`src/rtl/gpc_pkg.sv`:
```
package gpc_pkg;
   // zero-scale trim: one tenth of the window length, rounded down
   function automatic logic [31:0] tenth(input logic [31:0] len);
      return len / 32'd10;
   endfunction
endpackage

```
`src/rtl/gpc_edge_sync.sv`:
```
module gpc_edge_sync #(
   parameter int SYNC_STAGES = 2
) (
   input  logic clk,
   input  logic rst_n,
   input  logic async_in,
   output logic rise
);
   if (SYNC_STAGES < 2) begin : g_bad_stages
      $error("gpc_edge_sync: SYNC_STAGES must be at least 2");
   end

   logic [SYNC_STAGES:0] chain_q;

   always_ff @(posedge clk) begin
      if (!rst_n) chain_q <= '0;
      else        chain_q <= {chain_q[SYNC_STAGES-1:0], async_in};
   end

   assign rise = chain_q[SYNC_STAGES-1] & ~chain_q[SYNC_STAGES];
endmodule

```
`src/rtl/gpc_gate_timer.sv`:
```
module gpc_gate_timer #(
   parameter int GATE_W = 20
) (
   input  logic              clk,
   input  logic              rst_n,
   input  logic [GATE_W-1:0] gate_len,
   input  logic              start,
   input  logic              continuous,
   output logic              gate,
   output logic              close,
   output logic [GATE_W-1:0] len_q
);
   logic [GATE_W-1:0] remain_q;
   logic              gate_q;
   logic              len_ok;
   logic              launch;

   assign len_ok = (gate_len != '0);
   assign launch = (start | continuous) & len_ok;
   assign close  = gate_q & (remain_q == GATE_W'(1));
   assign gate   = gate_q;

   always_ff @(posedge clk) begin
      if (!rst_n) begin
         gate_q   <= 1'b0;
         remain_q <= '0;
         len_q    <= '0;
      end else if (!gate_q) begin
         if (launch) begin
            gate_q   <= 1'b1;
            remain_q <= gate_len;
            len_q    <= gate_len;
         end
      end else if (close) begin
         if (continuous && len_ok) begin
            remain_q <= gate_len;
            len_q    <= gate_len;
         end else begin
            gate_q   <= 1'b0;
         end
      end else begin
         remain_q <= remain_q - GATE_W'(1);
      end
   end
endmodule

```
`src/rtl/gpc_edge_accum.sv`:
```
module gpc_edge_accum #(
   parameter int CNT_W = 16
) (
   input  logic             clk,
   input  logic             rst_n,
   input  logic             gate,
   input  logic             rise,
   input  logic             close,
   output logic [CNT_W-1:0] final_cnt,
   output logic             final_ovf
);
   logic [CNT_W-1:0] acc_q;
   logic             ovf_q;
   logic             bump;
   logic             at_max;

   assign bump   = gate & rise;
   assign at_max = &acc_q;

   always_comb begin
      final_cnt = acc_q;
      if (bump && !at_max) final_cnt = acc_q + CNT_W'(1);
      final_ovf = ovf_q | (bump & at_max);
   end

   always_ff @(posedge clk) begin
      if (!rst_n || close) begin
         acc_q <= '0;
         ovf_q <= 1'b0;
      end else if (bump) begin
         if (at_max) ovf_q <= 1'b1;
         else        acc_q <= acc_q + CNT_W'(1);
      end
   end
endmodule

```
`src/rtl/gpc_result.sv`:
```
module gpc_result #(
   parameter int CNT_W   = 16,
   parameter int GATE_W  = 20,
   parameter bit TRIM_EN = 1'b0
) (
   input  logic              clk,
   input  logic              rst_n,
   input  logic              close,
   input  logic [CNT_W-1:0]  final_cnt,
   input  logic              final_ovf,
   input  logic [GATE_W-1:0] len_q,
   output logic [CNT_W-1:0]  count_out,
   output logic              count_valid,
   output logic              count_ovf
);
   localparam int W = (CNT_W > GATE_W) ? CNT_W : GATE_W;

   logic [CNT_W-1:0] result;

   if (TRIM_EN) begin : g_trim
      logic [W-1:0] cnt_w;
      logic [W-1:0] trim_w;
      logic [W-1:0] diff_w;
      always_comb begin
         cnt_w  = W'(final_cnt);
         trim_w = W'(gpc_pkg::tenth(32'(len_q)));
         diff_w = (cnt_w > trim_w) ? (cnt_w - trim_w) : '0;
         result = diff_w[CNT_W-1:0];
      end
   end else begin : g_plain
      assign result = final_cnt;
   end

   always_ff @(posedge clk) begin
      if (!rst_n) begin
         count_out   <= '0;
         count_valid <= 1'b0;
         count_ovf   <= 1'b0;
      end else begin
         count_valid <= close;
         if (close) begin
            count_out <= result;
            count_ovf <= final_ovf;
         end
      end
   end
endmodule

```
`src/rtl/gated_pulse_counter.sv`:
```
module gated_pulse_counter #(
   parameter int CNT_W       = 16,
   parameter int GATE_W      = 20,
   parameter int SYNC_STAGES = 2,
   parameter bit TRIM_EN     = 1'b0
) (
   input  logic              clk,
   input  logic              rst_n,
   input  logic              pulse_in,
   input  logic [GATE_W-1:0] gate_len,
   input  logic              start,
   input  logic              continuous,
   output logic [CNT_W-1:0]  count_out,
   output logic              count_valid,
   output logic              count_ovf,
   output logic              gate_active
);
   if (CNT_W < 2 || CNT_W > 32) begin : g_bad_cnt
      $error("gated_pulse_counter: CNT_W must lie in 2..32");
   end
   if (GATE_W < 2 || GATE_W > 32) begin : g_bad_gate
      $error("gated_pulse_counter: GATE_W must lie in 2..32");
   end

   logic              rise;
   logic              gate;
   logic              close;
   logic [GATE_W-1:0] len_q;
   logic [CNT_W-1:0]  final_cnt;
   logic              final_ovf;

   gpc_edge_sync #(.SYNC_STAGES(SYNC_STAGES)) u_sync (
      .clk(clk), .rst_n(rst_n), .async_in(pulse_in), .rise(rise)
   );

   gpc_gate_timer #(.GATE_W(GATE_W)) u_timer (
      .clk(clk), .rst_n(rst_n), .gate_len(gate_len), .start(start),
      .continuous(continuous), .gate(gate), .close(close), .len_q(len_q)
   );

   gpc_edge_accum #(.CNT_W(CNT_W)) u_accum (
      .clk(clk), .rst_n(rst_n), .gate(gate), .rise(rise), .close(close),
      .final_cnt(final_cnt), .final_ovf(final_ovf)
   );

   gpc_result #(.CNT_W(CNT_W), .GATE_W(GATE_W), .TRIM_EN(TRIM_EN)) u_result (
      .clk(clk), .rst_n(rst_n), .close(close), .final_cnt(final_cnt),
      .final_ovf(final_ovf), .len_q(len_q), .count_out(count_out),
      .count_valid(count_valid), .count_ovf(count_ovf)
   );

   assign gate_active = gate;
endmodule

```
`config.mk`:
```
export PLATFORM = sky130hd
export DESIGN_NAME = gated_pulse_counter
export DESIGN_NICKNAME = d
export VERILOG_FILES = /design/src/rtl/gpc_pkg.sv /design/src/rtl/gpc_edge_sync.sv /design/src/rtl/gpc_gate_timer.sv /design/src/rtl/gpc_edge_accum.sv /design/src/rtl/gpc_result.sv /design/src/rtl/gated_pulse_counter.sv
export SDC_FILE = /design/constraint.sdc
export NUM_CORES = 1
export LEC_CHECK = 0
export BUFFER_PORTS_ARGS = -buffer_cell sky130_fd_sc_hd__buf_2
export CAP_MARGIN = 20
export CORE_MARGIN = 5
export CORE_UTILIZATION = 44
export CTS_CLUSTER_SIZE = 10
export DETAILED_ROUTE_END_ITERATION = 16
export GPL_TIMING_DRIVEN = 0
export PLACE_DENSITY = 0.65
export SLEW_MARGIN = 10
export SYNTH_ARGS = -nofsm -noshare
export SYNTH_HDL_FRONTEND = slang
export SYNTH_SLANG_ARGS = --single-unit
export TNS_END_PERCENT = 10
```
`constraint.sdc`:
```
create_clock -name clk -period 4.9 [get_ports clk]
set_input_delay 0.49 -clock clk [delete_from_list [all_inputs] [get_ports clk]]
set_output_delay 0.49 -clock clk [all_outputs]
set_load 0.1 [all_outputs]
```
==> flow_summary.ini <==
[outcome]
status = completed

[global_routing]
track_usage_pct = 19.6
antenna_found_initial = 0
grt_pass1_vias = 2673
grt_pass1_wl_mm = 12.9
grt_max_degree = 12
overflow = 0

[pwr]
ir_drop_mv = 0.179
leakagePower_nw = 1.25
power_density_nw_per_um2 = 363

[worst_hold_path]
min_path_type = input port to register

[timing]
finalSetupViolations = 0
slew_violations = 0
hold_ws_ns = 0.372
fin_skew_ns = 0.00716
worst_slew_pin_slew_ns = 0.923
post-route-period-util_pct = 60.1
fin_crit_ns = 2.95
slew_headroom_pct = 38.2
hold_violations = 0
max_freq_ghz = 0.339
worst_slack_ns = 1.95
grt_setup_unrepaired = false
finalSetupTns_ns = 0

[floorplan]
io_pins = 44
core-area_um2 = 6280
die_x_um = 89.8
die_area_um2 = 8060
std_cell_rows = 29
start_util_pct = 44.6
die_height_um = 89.8

[synth]
synth_top_area_share_pct = 42.2
synth-seq-cells = 59
syn_nets = 361
synth.avg_cell_area_um2 = 8.41
synthesis.area_um2 = 2800
yosysWarningCount = 0
synthFlopType = dfxtp_1
synth-seq-area-share_pct = 42.2
synth_cell_type_count = 53
synthArstFlopShare_pct = 0
syn_inst = 333
synth.area.top_cells = dfxtp_1 (42%), nor2_1 (7.5%), xnor2_1 (3.8%)
synth_top_area_cell = dfxtp_1
synth_edf_count = 0

[setup_path]
arrival_ns = 3.21
critPathKind = register to register
slowest_stage = o211ai_1
slowest_delay_ns = 0.72
critPathBufInv = 1
path_cells = clkbuf_1 > or4_1 > nor3_1 > nand3_1 > o211ai_1 > o311ai_0 > a21oi_1
crit_fanout = 9
cp-start-kind = register
required_ns = 5.17
end_kind = register
cpLargestDelayFamily = simple AND/OR/NAND/NOR gates

[clock_network]
clock_latency_ns = 0.34
ctsHoldBuffers = 0
clock-sinks = 59
cts_max_path_buffers = 2
numCtsBuffers = 9
htreeDepth = 3
cts_root_buffer = clkbuf_8
clkSlewWorstSetupHoldPaths_ns = 0.07
ctsResizeCount = 0
cts_setup_buffers = 0
cts_tree = yes

[route]
drtIter0Drc = 142
drtAntennaViolNets = 0
drc = 0
vias = 2636
post_drt_via_cell_ratio = 5.63
drtPass1Iterations = 4
avgRoutedWirePerCell_um = 16.2
routed_wl_mm = 7.56

[placed_design]
io_buffer_count = 42
gp_congestion = 0.875
place_ws_ns = 1.93
dp_hpwl_mm = 5.59
dp.cells = 452
placed_area_um2 = 3110

[cells_and_area]
mostFrequentLayoutCell = dfxtp_1
final_cell_mix = dfxtp_1 (59), nor2_1 (56), buf_2 (44), nand2_1 (24), a21oi_1 (18)
finalNetCount = 414
diodes = 0
drive_gt1_share_pct = 18.4
finalNonFillerCells = 468
finalInstanceArea_um2 = 3330
nFillCells = 618
syn_to_final_growth_pct = 19.0

[job]
maxCapViolCount = 0
worst reg2reg max path: stages (launching register included):
cell	delay, ns
dfxtp_1	0.30
clkbuf_1	0.16
or4_1	0.65
nor3_1	0.23
nand3_1	0.37
o211ai_1	0.72
o311ai_0	0.28
a21oi_1	0.17
path summary, 6_finish.rpt:
check,cells after the start,startpoint,end,slack (ns)
min,2,pulse_in,u_sync.chain_q[0]$_SDFF_PN0_,0.37
max reg2reg,7,u_timer.remain_q[5]$_SDFFE_PN0P_,u_timer.remain_q[9]$_SDFFE_PN0P_,1.95
min reg2reg,1,u_sync.chain_q[0]$_SDFF_PN0_,u_sync.chain_q[1]$_SDFF_PN0_,0.44
max,7,u_timer.remain_q[5]$_SDFFE_PN0P_,u_timer.remain_q[9]$_SDFFE_PN0P_,1.95
metrics by stage:
step	utilization (%)	power [mW]
2_1_floorplan	-	0.664
3_3_place_gp	49.5	0.712
3_5_place_dp	49.5	0.715
4_1_cts	53.1	1.22
5_1_grt	53.1	1.27
6_report	53.1	1.21
synth_stat cells (2+ instances only):
master and n:
and3_1 3, buf_6 3, clkbuf_1 9, a211oi_1 13
o21ai_0 10, a22oi_1 4, xor2_1 6, nor4_1 12
o211ai_1 5, a21o_1 2, a222oi_1 2, buf_2 2
a21oi_1 18, o21a_1 2, nand3b_1 2, inv_1 11
nand4_1 4, o22ai_1 4, nand3_1 10, mux2i_1 4
o2bb2ai_1 2, xnor2_1 12, o311ai_0 2, nor2_1 56
or4_1 3, and2_1 3, nand2_1 24, or2_2 2
ha_1 3, nor3_1 15, a31oi_1 3, or3_1 3
dfxtp_1 59
power by group:
| group | switching (mW) | leakage [nW] | internal [mW] |
|---|---|---|---|
| Sequential | 0.0212 | 0.480 | 0.499 |
| Clock | 0.205 | 0.108 | 0.300 |
| Combinational | 0.117 | 0.659 | 0.0687 |
metal layers:
layer	wire length (µm)	part of all wire, %	GRT usage [%]	vias to the layer above
met1	3290	43	23.4	1231
met2	3770	50	33.9	76
met3	444	5.9	5.43	6
met5	0	0	0	-
met4	65	0.86	6.17	0
li1	-	-	-	1323
state kept, by name, indices dropped and copies added, names as in the netlist:
signal                cells
u_accum.ovf_q             1
u_timer.remain_q         20
u_timer.gate              1
u_accum.acc_q            16
u_result.count_out       16
u_result.count_ovf        1
u_result.count_valid      1
u_sync.chain_q            3
cell families (layout without fill, tap and decap cells):
group / Yosys count / in the layout / synth area share [%]
AND/OR/NAND/NOR: 142 / 142 / 24.3
AO/OA/AOI/OAI: 81 / 81 / 20.6
flip-flops: 59 / 59 / 42.2
buffers and inverters: 26 / 84 / 4.51
XOR/XNOR: 18 / 18 / 5.63
multiplexers: 4 / 4 / 1.43
adder cells (fa/ha/maj): 3 / 3 / 1.34
area by class of cell:
cell class / count / area (µm²) / area share [%]
flip-flops and latches: 59 / 1180 / 35.4
inverters: 11 / 41.3 / 1.24
repair buffers: 42 / 210 / 6.31
clock inverters: 6 / 88.8 / 2.67
plain buffers: 15 / 85.1 / 2.55
clock buffers: 10 / 138 / 4.13
multi-input cells: 248 / 1490 / 44.8
well taps: 77 / 96.3 / 2.89
Note: power is estimated with default switching activity, not from simulation.
